**src/rtl/ocp_latch.sv**
```systemverilog
module ocp_latch #(
  parameter int unsigned TRIP_CYC = 1500000
) (
  input  logic       clk,
  input  logic       rst_n,
  input  logic       oc_chg,
  input  logic       oc_dis,
  input  logic       hiz_load,
  input  logic       en_rise,
  input  logic       en_low,
  output logic       fault,
  output logic       bypass_en,
  output logic [1:0] fault_dir
);

  localparam int unsigned CW = $clog2(TRIP_CYC + 1);
  localparam logic [CW-1:0] LAST = CW'(TRIP_CYC - 1);

  logic [CW-1:0] cnt_c, cnt_d;

  wire run_ok = !fault && !en_low;
  wire trip_c = run_ok && oc_chg && (cnt_c == LAST);
  wire trip_d = run_ok && oc_dis && (cnt_d == LAST);
  wire clr    = fault && (en_rise || hiz_load);

  always_ff @(posedge clk or negedge rst_n) begin
    if (!rst_n) begin
      cnt_c     <= '0;
      cnt_d     <= '0;
      fault     <= 1'b0;
      bypass_en <= 1'b0;
      fault_dir <= 2'b00;
    end else begin
      cnt_c <= (run_ok && oc_chg) ? cnt_c + 1'b1 : '0;
      cnt_d <= (run_ok && oc_dis) ? cnt_d + 1'b1 : '0;
      if (clr) begin
        fault     <= 1'b0;
        bypass_en <= 1'b0;
        fault_dir <= 2'b00;
      end else if (trip_c || trip_d) begin
        fault     <= 1'b1;
        bypass_en <= 1'b1;
        fault_dir <= {trip_d, trip_c};
      end else if (en_low) begin
        bypass_en <= 1'b0;
      end
    end
  end

  p_bypass_needs_fault_r7: assert property (@(posedge clk) disable iff (!rst_n)
    bypass_en |-> fault);

  p_dir_valid_r3: assert property (@(posedge clk) disable iff (!rst_n)
    fault == (fault_dir != 2'b00));

  p_trip_needs_flag_r2: assert property (@(posedge clk) disable iff (!rst_n)
    $rose(fault) |-> $past(oc_chg || oc_dis));

  p_latch_holds_r6: assert property (@(posedge clk) disable iff (!rst_n)
    (fault && !en_rise && !hiz_load) |=> (fault && $stable(fault_dir)));

  p_enable_clears_r8: assert property (@(posedge clk) disable iff (!rst_n)
    (fault && en_rise) |=> (!fault && !bypass_en && fault_dir == 2'b00));

  p_hiz_clears_r9: assert property (@(posedge clk) disable iff (!rst_n)
    (fault && hiz_load) |=> !fault);

  p_sleep_drops_bypass_r7: assert property (@(posedge clk) disable iff (!rst_n)
    en_low |=> !bypass_en);

  p_sleep_no_trip_r11: assert property (@(posedge clk) disable iff (!rst_n)
    (en_low && !fault) |=> !fault);

endmodule

```
**config.mk**
```make
export PLATFORM = sky130hd
export DESIGN_NAME = ocp_latch
export DESIGN_NICKNAME = d
export VERILOG_FILES = /design/src/rtl/ocp_latch.sv
export SDC_FILE = /design/constraint.sdc
export NUM_CORES = 1
export LEC_CHECK = 0
export ABC_AREA = 1
export BUFFER_PORTS_ARGS = -buffer_cell sky130_fd_sc_hd__buf_2
export CAP_MARGIN = 20
export CORE_ASPECT_RATIO = 1.25
export CORE_MARGIN = 2
export CORE_UTILIZATION = 55
export CTS_BUF_LIST = sky130_fd_sc_hd__clkbuf_8 sky130_fd_sc_hd__clkbuf_16
export DETAILED_ROUTE_END_ITERATION = 6
export PLACE_DENSITY_LB_ADDON = 0.1
export SYNTH_ARGS = -nofsm -noshare
export SYNTH_HDL_FRONTEND = slang
export SYNTH_SLANG_ARGS = --single-unit
```
**constraint.sdc**
```tcl
create_clock -name clk -period 1.6 [get_ports clk]
set_clock_uncertainty 0.2 [all_clocks]
set_input_delay 0.08 -clock clk [delete_from_list [all_inputs] [get_ports clk]]
set_output_delay 0.08 -clock clk [all_outputs]
set_load 0.02 [all_outputs]
```
* After elaboration in Yosys (flattened, before gate mapping) *
Index checks and enable logic that the tools add are counted.

cells by class
  $add $sub $neg = 2
  equality and inequality tests = 2
  multiplexer cells = 9
  reduce and logical (&&, ||, !) cells = 12

operators by type and width
  kind                     count
  $add A21 B1 Y21 const B  2
  $eq A21 B21 Y1 const B   2
  $mux W21                 2
  $logic_and A1 B1 Y1      6
  $mux W1                  5
  $mux W2                  2
  $reduce_bool A3 Y1       1
  $logic_not A1 Y1         2
  $logic_or A1 B1 Y1       2
  $reduce_bool A2 Y1       1

storage, ports and cells
  flip-flop bits (word level) = 46
  bits of input ports = 7

* Logic depth before layout (Yosys ltp) *
  word-level depth = 7
  mapped depth = 10
  gate-level depth less buffers = 10

* Worst setup path before layout *
No wires, ideal clock.

  kind = register to register
  start point = register cnt_c[0]
  end point = register cnt_c[18]
  setup time = 117 ps
  arrival = 1204 ps
  setup slack = 79 ps
  stages on the path, launching flop included = 11
  path buffers = 0
  cells stage by stage = dfrtp_1 -> ha_1 -> nand2_1 -> nor2_2 -> nand2_1 -> nor2_4 -> inv_2 -> nor2_2 -> nand2_1 -> nand2_1 -> nor2_1

on the way
  cells in the longest elaborated chain, start to end = 2

ends and longest elaborated chain
  item                    RTL line  source
  from (decl)             19        logic [CW-1:0] cnt_c, cnt_d;
  from (signal assigned)  34        cnt_c <= (run_ok && oc_chg) ? cnt_c + 1'b1 : '0;
  $add A21 B1 Y21         34
  $mux W21                34

Every way passes these cells.
A chain may end at the register's enable or synchronous reset.

* Final worst setup path *
  start point = register cnt_c[1]
  end point = register cnt_c[6]

Same word-level chain as after synthesis.

==> flow_summary_export.csv <==
group,metric,value,unit
synth,synth-warning-count,0,
synth,synthFlopType,"dfrtp_1",
global_route,overflow,0,
synth,synthDistinctLibCells,22,
cells_and_area,fin_area,3170,sq um
setup_path,crit_required,1.62,ns
synth,ys_seq_area_share,44.7,%
pwr,cellPowerDensity,631,nW/um^2
cells_and_area,diodes,0,
global_route,grt_usage,25.3,%
clock_network,cts-htree-levels,2,
detailed_routing,drt-initial-drc-count,149,
cells_and_area,fin_cells,465,
detailed_routing,wire_per_inst,13.0,um
floorplanning,io_pins,11,
job,maxCapViolations,0,
clock_network,cts.sinks,46,
pwr,ir_worst_vdd,507,uV
synth,synth_edf_count,0,
detailed_routing,wl,6050,um
floorplanning,dieArea,5250,sq um
sta,period_needed,1.58,ns
sta,final_hold_viol_count,0,
setup_path,critPathKind,"reg -> reg",
clock_network,insertion_delay,0.31,ns
detailed_routing,ant_nets,0,
synth,synth_common_cells,"85 x nand2_1, 75 x nor2_1, 47 x inv_1",
sta,setup_violations,0,
place,gp_congestion,0.850,
synth,ys_async_sr_fraction,100,%
detailed_routing,drc,0,
floorplanning,start_util,57.8,%
clock_network,cts_buffers,5,
setup_path,crit_fanout,4,
place,post-place-ws,-0.0215,ns
pwr,p_leak,0.00139,uW
synth,synth.most_common_cell,"nand2_1",
clock_network,cts_root_buf,"clkbuf_8",
place,io_buffer_count,10,
cells_and_area,fill_cells,382,
outcome,outcome,"finished clean",
synth,synthTopCellsByArea,"dfrtp_1 45%, nand2_1 12%, nor2_1 11%",
floorplanning,die_h,80.5,um
global_route,grt_max_degree,47,
setup_path,start_kind,"register",
place,dpl_cell_area,2790,sq um
hold_path,hold_path_class,"in -> async",
global_route,antenna_found_initial,0,
cells_and_area,finish.utilization,71.1,%
detailed_routing,vias,2435,
floorplanning,core_area,4460,sq um
sta,fmax,0.633,GHz
floorplanning,die_w,65.2,um
synth,avgSynthCellArea,7.12,sq um
global_route,grt_pass1_wl,10200,um
sta,drv_slew,0,
synth,synth_top_area_share,44.7,%
synth,synth_largest_area_cell,"dfrtp_1",
place,dpl.cell_count,441,
pwr,power.total,2000,uW
global_route,first_global_vias,2478,
synth,syn_inst,362,
setup_path,critPathCaptureType,"register",
cells_and_area,drive_above_1_share,22.6,%
clock_network,path_clk_slew,0.09,ns
detailed_routing,drt_first_pass_iters,4,
setup_path,arrival,1.60,ns
detailed_routing,drt-vias-per-instance,5.24,
sta,rsz0062_at_grt,"true",
place,dp_hpwl,4100,um
sta,final.setup.worst_slack,0.0201,ns
clock_network,cts_tree,"done",
clock_network,clk_path_buf_depth,2,
synth,synthesis.area,2580,sq um
sta,finalCritPeriodShare,98.7,%
floorplanning,std_cell_rows,27,
sta,tightest_slew,0.302,ns
cells_and_area,area_delta_synth_final,23.0,%
synth,synth-seq-cells,46,
cells_and_area,fin_nets,416,
sta,slew_headroom,79.7,%
synth,syn-num-nets,371,
-- routing by layer --
layer  share of wire [%]  up-vias  track usage (%)
li1                    -     1233                -
met3                 2.2       24             3.78
met5                   0        -                0
met2                  55       40             49.2
met1                  39     1138             26.0
met4                 4.0        0             11.5
-- cell families (layout without fill, tap and decap cells) --
kind of cell | after synthesis | in the layout | share of synthesized area, %
AOI/OAI and AO/OA | 46 | 46 | 9.22
and+or+nand+nor | 214 | 214 | 36.7
xor gates and xnor gates | 1 | 1 | 0.340
adders and majority gates | 2 | 2 | 0.971
DFF | 46 | 46 | 44.7
buffers and inverters | 53 | 98 | 8.15
-- cell type report --
class / count / area [sq um] / share of cell area, %
multi-input combinational: 263 / 1350 / 42.6
sequential: 46 / 1150 / 36.4
timing repair buffer: 40 / 318 / 10.0
inverter: 51 / 195 / 6.16
tap: 58 / 72.6 / 2.29
clock buffer: 5 / 68.8 / 2.17
clock inverter: 2 / 10.0 / 0.316
-- cell usage in the layout, fill, tap and decap left out, drive strengths merged, types with 5 or more instances in the layout --
master,instances
nor2,85
dfrtp,46
inv,50
nor3,12
clkbuf,5
o21ai,19
a21oi,24
nand3,23
buf,34
nand2,89
dlygate4sd3,6
-- report_power, final --
| group | internal [uW] | total [uW] | switching (uW) |
|---|---|---|---|
| clock | 294 | 693 | 398 |
| combinational | 55.8 | 134 | 77.9 |
| sequential | 1170 | 1180 | 7.36 |
| total | 1520 | 2000 | 484 |
-- flip-flops by register name, summed over array words and instances, names as in the netlist --
register / flops
cnt_c: 21
bypass_en: 1
fault_dir: 2
fault: 1
cnt_d: 21
-- metrics by stage --
step,setup TNS [ns],hold WS [ns]
finish,0,0.0582
global route,-0.616,0.103
CTS,-0.0147,-0.0623
detailed placement,-0.0215,-0.119
global placement,0,-0.119
floorplan,0,-0.416
-- path summary, 6_finish.rpt --
path                            from        end  slack (ns)  cells after the start
min in group clk           cnt_d[15]  cnt_d[15]        0.32                      2
setup / recovery            cnt_c[1]   cnt_c[6]        0.02                      6
max in group asynchronous      rst_n   cnt_c[2]        0.87                      3
hold reg to reg            cnt_d[15]  cnt_d[15]        0.32                      2
hold / removal                 rst_n   cnt_d[3]        0.06                      3
setup reg to reg            cnt_c[1]   cnt_c[6]        0.02                      6
-- worst max-delay path, stage by stage, from the launching register on --
cell and delay [ns]:
dfrtp_1 0.40, ha_4 0.18, nand3_1 0.18, nor2_2 0.20
buf_4 0.13, o21ai_0 0.07, a21oi_1 0.15
-- repair_timing --
action | 4_1_cts | 5_1_grt
setup buffers | 3 | 8
hold buffers | 5 | 2
gates resized for setup | 11 | 30
hold endpoints to repair | 61 | 4
pin swaps | 9 | 14
setup endpoints to repair | 4 | 25
Power figures use the tool's default switching activity.
